File: src/rtl/ipc_mbx_pkg.sv
package ipc_mbx_pkg;

  // Byte offsets of the per-queue registers.
  function automatic logic [31:0] msg_off(input int m);
    return 32'h040 + 32'(4 * m);
  endfunction

  function automatic logic [31:0] full_off(input int m);
    return 32'h080 + 32'(4 * m);
  endfunction

  function automatic logic [31:0] cnt_off(input int m);
    return 32'h0C0 + 32'(4 * m);
  endfunction

  // Byte offsets of the per-user interrupt registers; lay selects the layout.
  function automatic logic [31:0] sts_off(input int lay, input int u);
    return (lay != 0) ? 32'h104 + 32'(16 * u) : 32'h100 + 32'(8 * u);
  endfunction

  function automatic logic [31:0] en_off(input int lay, input int u);
    return (lay != 0) ? 32'h108 + 32'(16 * u) : 32'h104 + 32'(8 * u);
  endfunction

  function automatic logic [31:0] clr_off(input int u);
    return 32'h10C + 32'(16 * u);
  endfunction

endpackage

File: src/rtl/ipc_mbx_queue.sv
module ipc_mbx_queue #(
  parameter int DW    = 32,
  parameter int DEPTH = 4
) (
  input  logic                           clk,
  input  logic                           rst_n,
  input  logic                           push_i,
  input  logic                           pop_i,
  input  logic [DW-1:0]                  wdata_i,
  output logic [DW-1:0]                  head_o,
  output logic [$clog2(DEPTH+1)-1:0]     cnt_o,
  output logic                           full_o,
  output logic                           empty_o
);
  localparam int PW = (DEPTH > 1) ? $clog2(DEPTH) : 1;
  localparam int CW = $clog2(DEPTH + 1);
  localparam logic [PW-1:0] LAST = PW'(DEPTH - 1);

  logic [DW-1:0] mem [DEPTH];
  logic [PW-1:0] wr_ptr, rd_ptr;
  logic [CW-1:0] cnt;

  function automatic logic [PW-1:0] step(input logic [PW-1:0] p);
    return (p == LAST) ? '0 : p + PW'(1);
  endfunction

  always_ff @(posedge clk or negedge rst_n) begin
    if (!rst_n) begin
      wr_ptr <= '0;
      rd_ptr <= '0;
      cnt    <= '0;
    end else begin
      if (push_i) wr_ptr <= step(wr_ptr);
      if (pop_i)  rd_ptr <= step(rd_ptr);
      case ({push_i, pop_i})
        2'b10:   cnt <= cnt + CW'(1);
        2'b01:   cnt <= cnt - CW'(1);
        default: cnt <= cnt;
      endcase
    end
  end

  // Storage carries no reset; the count alone qualifies its contents.
  always_ff @(posedge clk) begin
    if (push_i) mem[wr_ptr] <= wdata_i;
  end

  assign head_o  = mem[rd_ptr];
  assign cnt_o   = cnt;
  assign full_o  = (cnt == CW'(DEPTH));
  assign empty_o = (cnt == '0);
endmodule

File: src/rtl/ipc_mbx_user.sv
module ipc_mbx_user #(
  parameter int IW     = 8,
  parameter int LAYOUT = 1
) (
  input  logic          clk,
  input  logic          rst_n,
  input  logic [IW-1:0] evt_i,
  input  logic          ack_i,
  input  logic          en_wr_i,
  input  logic          en_clr_i,
  input  logic [IW-1:0] wdata_i,
  output logic [IW-1:0] sts_o,
  output logic [IW-1:0] en_o,
  output logic          irq_o
);
  logic [IW-1:0] sts, en, ack_mask, en_nxt;

  assign ack_mask = ack_i ? wdata_i : '0;

  // An acknowledged bit stays clear for one cycle even if its event persists.
  always_comb begin
    en_nxt = en;
    if (en_wr_i)  en_nxt = (LAYOUT != 0) ? (en | wdata_i) : wdata_i;
    if (en_clr_i) en_nxt = en & ~wdata_i;
  end

  always_ff @(posedge clk or negedge rst_n) begin
    if (!rst_n) begin
      sts <= '0;
      en  <= '0;
    end else begin
      sts <= (sts & ~ack_mask) | (evt_i & ~ack_mask);
      en  <= en_nxt;
    end
  end

  assign sts_o = sts;
  assign en_o  = en;
  assign irq_o = |(sts & en);
endmodule

File: src/rtl/ipc_mailbox.sv
module ipc_mailbox
  import ipc_mbx_pkg::*;
#(
  parameter int          NQ     = 4,
  parameter int          DEPTH  = 4,
  parameter int          NU     = 4,
  parameter int          DW     = 32,
  parameter int          AW     = 9,
  parameter int          LAYOUT = 1,
  parameter logic [31:0] REV    = 32'h0003_0100
) (
  input  logic          clk,
  input  logic          rst_n,
  input  logic          bus_wr,
  input  logic          bus_rd,
  input  logic [AW-1:0] bus_addr,
  input  logic [DW-1:0] bus_wdata,
  output logic [DW-1:0] bus_rdata,
  output logic [NU-1:0] irq_o
);
  localparam int IW = 2 * NQ;
  localparam int CW = $clog2(DEPTH + 1);

  logic [31:0]                addr32;
  logic [NQ-1:0][DW-1:0]      q_head;
  logic [NQ-1:0][CW-1:0]      q_cnt;
  logic [NQ-1:0]              q_full, q_empty, q_push, q_pop;
  logic [IW-1:0]              evt;
  logic [NU-1:0][IW-1:0]      u_sts, u_en;
  logic [DW-1:0]              rd_mux;

  assign addr32 = 32'(bus_addr);

  for (genvar m = 0; m < NQ; m++) begin : g_q
    assign q_push[m] = bus_wr && (addr32 == msg_off(m)) && !q_full[m];
    assign q_pop[m]  = bus_rd && (addr32 == msg_off(m)) && !q_empty[m];
    assign evt[2*m]   = !q_empty[m];
    assign evt[2*m+1] = !q_full[m];

    ipc_mbx_queue #(.DW(DW), .DEPTH(DEPTH)) u_queue (
      .clk     (clk),
      .rst_n   (rst_n),
      .push_i  (q_push[m]),
      .pop_i   (q_pop[m]),
      .wdata_i (bus_wdata),
      .head_o  (q_head[m]),
      .cnt_o   (q_cnt[m]),
      .full_o  (q_full[m]),
      .empty_o (q_empty[m])
    );
  end

  for (genvar u = 0; u < NU; u++) begin : g_u
    logic ack, en_wr, en_clr;
    assign ack   = bus_wr && (addr32 == sts_off(LAYOUT, u));
    assign en_wr = bus_wr && (addr32 == en_off(LAYOUT, u));
    if (LAYOUT != 0) begin : g_clr
      assign en_clr = bus_wr && (addr32 == clr_off(u));
    end else begin : g_noclr
      assign en_clr = 1'b0;
    end

    ipc_mbx_user #(.IW(IW), .LAYOUT(LAYOUT)) u_user (
      .clk      (clk),
      .rst_n    (rst_n),
      .evt_i    (evt),
      .ack_i    (ack),
      .en_wr_i  (en_wr),
      .en_clr_i (en_clr),
      .wdata_i  (bus_wdata[IW-1:0]),
      .sts_o    (u_sts[u]),
      .en_o     (u_en[u]),
      .irq_o    (irq_o[u])
    );
  end

  always_comb begin
    rd_mux = '0;
    if (addr32 == 32'h0) rd_mux = DW'(REV);
    for (int m = 0; m < NQ; m++) begin
      if (addr32 == msg_off(m))  rd_mux = q_empty[m] ? '0 : q_head[m];
      if (addr32 == full_off(m)) rd_mux = DW'(q_full[m]);
      if (addr32 == cnt_off(m))  rd_mux = DW'(q_cnt[m]);
    end
    for (int u = 0; u < NU; u++) begin
      if (addr32 == sts_off(LAYOUT, u)) rd_mux = DW'(u_sts[u]);
      if (addr32 == en_off(LAYOUT, u))  rd_mux = DW'(u_en[u]);
      if (LAYOUT != 0 && addr32 == clr_off(u)) rd_mux = DW'(u_en[u]);
    end
  end

  always_ff @(posedge clk or negedge rst_n) begin
    if (!rst_n)      bus_rdata <= '0;
    else if (bus_rd) bus_rdata <= rd_mux;
  end
endmodule

File: config.mk
export PLATFORM = sky130hd
export DESIGN_NAME = ipc_mailbox
export DESIGN_NICKNAME = d
export VERILOG_FILES = /design/src/rtl/ipc_mbx_pkg.sv /design/src/rtl/ipc_mbx_queue.sv /design/src/rtl/ipc_mbx_user.sv /design/src/rtl/ipc_mailbox.sv
export SDC_FILE = /design/constraint.sdc
export NUM_CORES = 1
export LEC_CHECK = 0
export ABC_AREA = 1
export CORE_MARGIN = 4
export CORE_UTILIZATION = 56
export DETAILED_ROUTE_END_ITERATION = 16
export DONT_BUFFER_PORTS = 1
export PLACE_DENSITY = 0.69
export SETUP_SLACK_MARGIN = 0.15
export SLEW_MARGIN = 0
export SYNTH_ARGS = -nofsm -noshare
export SYNTH_HDL_FRONTEND = slang
export SYNTH_SLANG_ARGS = --single-unit
File: constraint.sdc
create_clock -name clk -period 3.3 [get_ports clk]
set_input_delay 0.33 -clock clk [delete_from_list [all_inputs] [get_ports clk]]
set_output_delay 0.33 -clock clk [all_outputs]
set_load 0.02 [all_outputs]
# --- Word level (Yosys, flattened, before mapping) ---
# Memories as Yosys holds them, arrays and structs flattened.
# Index checks and enable logic that the tools add are counted.
# Widths: inputs -> output; s select.
word_totals:
  out_inout_bits: 36
  n_memories: 4
  ramBits: 512
  register_bits: 124
op_classes:
  n_addsub: 16
  eq_ne: 44
  mux: 61
  bitwise_logic: 29
  n_reduce_logical: 53
mem_list:
  columns: ["memory", "words", "word_bits", "rd", "rd_ports_with_merged_regs", "write_ports", "line_no", "rtl"]
  rows:
  - ["g_q[0].u_queue.mem", 4, 32, 1, 0, 1, "ipc_mbx_queue.sv:19", "logic [DW-1:0] mem [DEPTH];"]
  - ["g_q[1].u_queue.mem", 4, 32, 1, 0, 1, "ipc_mbx_queue.sv:19", null]
  - ["g_q[2].u_queue.mem", 4, 32, 1, 0, 1, "ipc_mbx_queue.sv:19", null]
  - ["g_q[3].u_queue.mem", 4, 32, 1, 0, 1, "ipc_mbx_queue.sv:19", null]
ops:
  columns: ["cell", "n"]
  rows:
  - ["$mux 32", 28]
  - ["$and 8x8->8", 16]
  - ["$eq 9x9->1 const B", 12]
  - ["$mux 8", 12]
  - ["$eq 9x8->1 const B", 8]
  - ["$or 8x8->8", 8]
  - ["$not 8->8", 5]
  - ["$eq 9x7->1 const B", 4]
  - ["$logic_not 32->1", 1]
  - ["$reduce_or 8->1", 4]
  - ["$logic_and 1x1->1", 28]
  - ["$eq 2x2->1 const B", 12]
  - ["$pmux 3 s2", 4]
  - ["$mux 18", 1]
  - ["$add 2x1->2 const B", 8]
  - ["$mux 2", 8]
  - ["$reduce_bool 2->1", 8]
  - ["$add 3x1->3 const B", 4]
  - ["$eq 3x3->1 const B", 4]
  - ["$logic_not 3->1", 4]
  - ["$sub 3x1->3 const B", 4]
  - ["$eq 2x1->1 const B", 4]
  - ["$logic_not 1->1", 8]
  - ["$mux 1", 8]

# --- Longest topological paths before layout ---
logic_depth:
  depth_word: 26
  mapped_depth: 20
  depth_no_buf: 19

# --- Modules after synthesis ---
# From an unflattened synthesis, not the netlist that was laid out.
hier_totals:
  cells_unflattened: 2599
  area_unflattened_um2: 28529.9
modules_own_cells:
  columns: ["module", "area_each_um2", "instances", "cells_per_inst"]
  rows:
  - ["ipc_mbx_queue at g_q[0].u_queue ...", 5567.8, 3, 428]
  - ["ipc_mbx_queue at g_q[3].u_queue", 5565.3, 1, 427]
  - ["ipc_mailbox", 3298.2, 1, 528]
  - ["ipc_mbx_user", 740.7, 4, 90]

# --- Least setup slack after synthesis ---
# No wires, ideal clock.
synth_timing:
  kind: "input port to flip-flop"
  start: "in bus_addr[2]"
  end: "mem g_q[0].u_queue.mem[0][0] (enable)"
  required_time_ns: 2.879
  slack_ns: 0.157
  arrival_ns: 2.722
  path_stages: 8
  setup_ns: 0.421
  cell_sequence: "buf_6 > nor2_1 > nand2_2 > nor2_8 > inv_1 > nor3_1 > inv_1 > nor2_1"
synth_between:
  elab_chain_len: 5
synth_rtl:
  columns: ["item", "line_no", "rtl"]
  rows:
  - ["start, declared", "ipc_mailbox.sv:16", "input logic [AW-1:0] bus_addr,"]
  - ["$eq 9x7->1", "ipc_mailbox.sv:35", "assign q_push[m] = bus_wr && (addr32 == msg_off(m)) && !q_full[m];"]
  - ["$logic_and 1x1->1 (2 in series)", "ipc_mailbox.sv:35", null]
  - ["$mux 1", "ipc_mbx_queue.sv:45", "if (push_i) mem[wr_ptr] <= wdata_i;"]
  - ["$mux 1 (implied by the code)", "ipc_mbx_queue.sv:45", null]
  - ["end, declared", "ipc_mbx_queue.sv:19", null]
# Every way passes these cells.

# --- Final worst setup path ---
layout_timing:
  start: "reg g_q[1].u_queue.rd_ptr[0]"
  end: "reg bus_rdata[7]"
layout_between:
  elab_chain_len: 23
layout_rtl:
  columns: ["item", "line_no", "rtl"]
  rows:
  - ["start, declared", "ipc_mbx_queue.sv:20", "logic [PW-1:0] wr_ptr, rd_ptr;"]
  - ["start signal, assigned", "ipc_mbx_queue.sv:34", "if (pop_i) rd_ptr <= step(rd_ptr);"]
  - ["$mem_v2 4x32", null, null]
  - ["$mux 32 (2 in series)", "ipc_mailbox.sv:81", "if (addr32 == msg_off(m)) rd_mux = q_empty[m] ? '0 : q_head[m];"]
  - ["$mux 32", "ipc_mailbox.sv:82", "if (addr32 == full_off(m)) rd_mux = DW'(q_full[m]);"]
  - ["$mux 32", "ipc_mailbox.sv:83", "if (addr32 == cnt_off(m)) rd_mux = DW'(q_cnt[m]);"]
  - ["$mux 32", "ipc_mailbox.sv:81", null]
  - ["$mux 32", "ipc_mailbox.sv:82", null]
  - ["$mux 32", "ipc_mailbox.sv:83", null]
  - ["$mux 32", "ipc_mailbox.sv:81", null]
  - ["[6 not listed]", null, null]
  - ["$mux 32", "ipc_mailbox.sv:87", "if (addr32 == en_off(LAYOUT, u)) rd_mux = DW'(u_en[u]);"]
  - ["$mux 32", "ipc_mailbox.sv:88", "if (LAYOUT != 0 && addr32 == clr_off(u)) rd_mux = DW'(u_en[u]);"]
  - ["$mux 32", "ipc_mailbox.sv:86", "if (addr32 == sts_off(LAYOUT, u)) rd_mux = DW'(u_sts[u]);"]
  - ["$mux 32", "ipc_mailbox.sv:87", null]
  - ["$mux 32", "ipc_mailbox.sv:88", null]
  - ["$mux 32", "ipc_mailbox.sv:86", null]
  - ["$mux 32", "ipc_mailbox.sv:87", null]
  - ["$mux 32", "ipc_mailbox.sv:88", null]
  - ["end signal, assigned", "ipc_mailbox.sv:94", "else if (bus_rd) bus_rdata <= rd_mux;"]
  - ["end, declared", "ipc_mailbox.sv:18", "output logic [DW-1:0] bus_rdata,"]
# Every way passes these cells.
# A chain may end at the register's enable or synchronous reset.

==> impl_metrics.json <==
{
  "outcome": "finished clean",
  "pre_cts_ws_ns": 0.5015,
  "leakage_uw": 0.01092,
  "cts_setup_buffers": 0,
  "design.core.area_um2": 46850,
  "clk_latency_ns": 0.61,
  "min_path_cells": 1,
  "seqPwrFrac": 0.520,
  "postSynthCellCount": 2319,
  "groute.usage.overall": 0.2904,
  "required_ns": 3.79,
  "cts_hold_buf": 36,
  "tightest_slew_ns": 1.223,
  "nets": 2433,
  "min_to": "g_q[3].u_queue.mem[3][5]$_DFFE_PP_",
  "crit_arrival_ns": 3.29,
  "hp-start": "bus_wdata[5]",
  "avgViaCountPerCell": 6.073,
  "max_freq_mhz": 357.0,
  "syn_area_per_cell_um2": 11.53,
  "worstSetupPathType": "flip-flop to flip-flop",
  "row_count": 79,
  "crit_fanout": 69,
  "die_x_um": 226.5,
  "finalCritPeriodShare": 0.8489,
  "r2r_slack_ns": 0.50,
  "yosys.area.top_type": "edfxtp_1",
  "pwr-share-comb": 0.049,
  "setup-tns-final_ns": 0,
  "p_int_uw": 13320,
  "reg2reg_depth": 12,
  "cts_tree": "done",
  "grt_pass1_vias": 17820,
  "relSlewSlack": 0.1822,
  "finalClockSkew_ns": 0.02277,
  "clock_power_share": 0.431,
  "rsz0062_at_grt": "no",
  "clockRootBuffer": "clkbuf_16",
  "clk_transition_reported_paths_ns": 0.06,
  "gp_congestion": 0.9213,
  "die-area_um2": 51320,
  "total_power_uw": 17120,
  "grt_pass1_wl_um": 111300,
  "drv_slew": 0,
  "hp-class": "input port to flip-flop",
  "drtAntennaViolNets": 0,
  "synth_edf_count": 512,
  "cts_buffer_depth": 3,
  "grt_overflow": 0,
  "io_buffers": 0,
  "p_sw_uw": 3796,
  "fin_crit_ns": 2.801,
  "endpoint_kind": "flip-flop",
  "first_iter_violations": 2045,
  "synthFlopType": "edfxtp_1",
  "wl_per_cell_um": 24.38,
  "r2r-end": "bus_rdata[7]$_DFFE_PN0P_",
  "drive_above_1_share": 0.09245,
  "dieHeight_um": 226.5,
  "netlist_area_um2": 26740,
  "clock-sinks": 636,
  "io_pins": 81,
  "setup_viol": 0,
  "synth.top_cells.by_area": "edfxtp_1 (57%), dfrtp_1 (12%), nand2_1 (5.0%)",
  "critPathLaunchType": "flip-flop",
  "worst_slack_ns": 0.4986,
  "drc": 0,
  "yosys_register_bits": 636,
  "area_growth_pct": 12.49,
  "yosysUniqueCellTypes": 56,
  "hold_viol": 0,
  "cts_resized": 0,
  "synth_common_cells": "edfxtp_1 (512), nand2_1 (354), nor2_1 (275)",
  "synth_nets": 2392,
  "grt_max_degree": 125,
  "worstReg2RegStart": "g_q[1].u_queue.rd_ptr[0]$_DFFE_PN0P_",
  "ys_async_sr_fraction": 0.1950,
  "maxCapViolCount": 0,
  "vias": 18380,
  "drt_wl_total_um": 73790,
  "cts_made_buffers": 67,
  "p_per_area_nw_per_um2": 569.1,
  "yosysMostFrequentCell": "edfxtp_1",
  "firstDrtPassIters": 5,
  "yosys_warnings": 0,
  "dp_hpwl_um": 45470,
  "crit_start": "g_q[1].u_queue.rd_ptr[0]$_DFFE_PN0P_",
  "ir_drop_uv": 596.6,
  "htreeDepth": 3,
  "yosysSeqAreaShare": 0.6909,
  "start_util": 0.5708,
  "switching_share": 0.2217,
  "antenna_found_initial": 6,
  "synth_top_area_share": 0.5749
}
-- cell usage in the layout, fill, tap and decap left out, types with 7 or more instances in the layout --
cell type,synthesis,final
clkinv_2,1,11
nor3_1,10,10
nand3_1,75,75
nor2_2,7,8
clkbuf_8,0,7
dfrtp_1,124,120
inv_2,14,15
nand4_1,12,12
edfxtp_1,512,512
o21a_1,8,8
diode_2,0,7
a21oi_1,130,130
clkbuf_1,67,18
o31ai_1,8,8
a311oi_1,15,15
clkinv_1,1,9
nor2_1,275,258
mux2i_1,7,7
buf_4,7,44
nor2_4,6,22
inv_1,176,175
a221oi_1,15,15
o22ai_1,101,101
nand2_1,354,354
dlygate4sd3_1,0,34
clkbuf_16,0,70
ha_1,24,24
o21ai_0,256,256
-- how the worst max path moves through the flow --
stage          cells past startpoint  slack (ns)                                  to
4_1_cts                           12        0.48            bus_rdata[7]$_DFFE_PN0P_
3_3_place_gp                      12        0.53            bus_rdata[7]$_DFFE_PN0P_
6_report                          12        0.50            bus_rdata[7]$_DFFE_PN0P_
3_5_place_dp                      12        0.50            bus_rdata[7]$_DFFE_PN0P_
2_1_floorplan                      8        0.16  g_q[0].u_queue.mem[0][0]$_DFFE_PP_
5_1_grt                           12        0.24            bus_rdata[7]$_DFFE_PN0P_
-- flip-flops by register name, summed over array words and instances (netlist names), named ones only --
| register | cells |
|---|---|
| g_u.u_user.sts_o | 32 |
| g_q.u_queue.rd_ptr | 8 |
| g_q.u_queue.wr_ptr | 8 |
| g_q.u_queue.cnt_o | 12 |
| bus_rdata | 32 |
| g_q.u_queue.mem | 512 |
-- per-layer routing --
layer / up-vias / track usage / part of all wire
met5: - / 0 / 0
met4: 0 / 0.1267 / 0.044
met3: 175 / 0.05813 / 0.086
met2: 854 / 0.4676 / 0.48
met1: 9046 / 0.3898 / 0.39
li1: 8303 / - / -
-- area by class of cell --
| class | instances | area [um2] |
|---|---|---|
| repair buffers | 83 | 778.2 |
| clock buffers | 95 | 1916 |
| fillers | 3636 | 16770 |
| well taps | 607 | 759.5 |
| diodes | 7 | 17.52 |
| clock inverters | 26 | 236.5 |
| inverters | 193 | 728.2 |
| flip-flops and latches | 636 | 18480 |
| multi-input cells | 1379 | 7164 |
-- power by group through the flow --
stage	sequential [uW]	combinational [uW]	clock, uW
6_report	8900	839	7380
2_1_floorplan	9010	474	0
3_5_place_dp	9050	626	0
5_1_grt	8900	923	7840
3_3_place_gp	9050	610	0
4_1_cts	8890	837	7470
-- stage by stage --
step	instances	utilization	hold slack, ns	area [um2]
after floorplan	2319	-	0.03441	26740
after CTS	3019	0.6417	0.00003492	30070
final	3026	0.6421	0.02768	30080
after detailed placement	2862	0.5875	0.05010	27530
after global placement	2862	0.5875	0.04777	27530
after global routing	3024	0.6420	0.008362	30080
-- kinds of logic (layout without fill, tap and decap cells) --
| logic type | after synthesis | in the layout | share of synthesized area |
|---|---|---|---|
| XOR/XNOR | 8 | 8 | 0.002620 |
| other | 0 | 7 | 0 |
| AO/OA/AOI/OAI | 575 | 575 | 0.1240 |
| adder cells (fa/ha/maj) | 28 | 28 | 0.01422 |
| AND/OR/NAND/NOR | 757 | 757 | 0.1181 |
| multiplexers | 11 | 11 | 0.004304 |
| flip-flops | 636 | 636 | 0.6909 |
| buffers and inverters | 304 | 397 | 0.04576 |
-- critical path: stages, from the launching register on --
cell and delay, ns:
dfrtp_2 0.36, buf_4 0.54, o21ai_0 0.20, a21oi_1 0.32
o21ai_0 0.23, a21oi_1 0.23, nand3_1 0.11, o21ai_0 0.10
nand4_1 0.10, o21ai_1 0.09, o211ai_1 0.13, a21oi_1 0.21
nor2_1 0.06
Note: power is estimated with default switching activity, not from simulation.
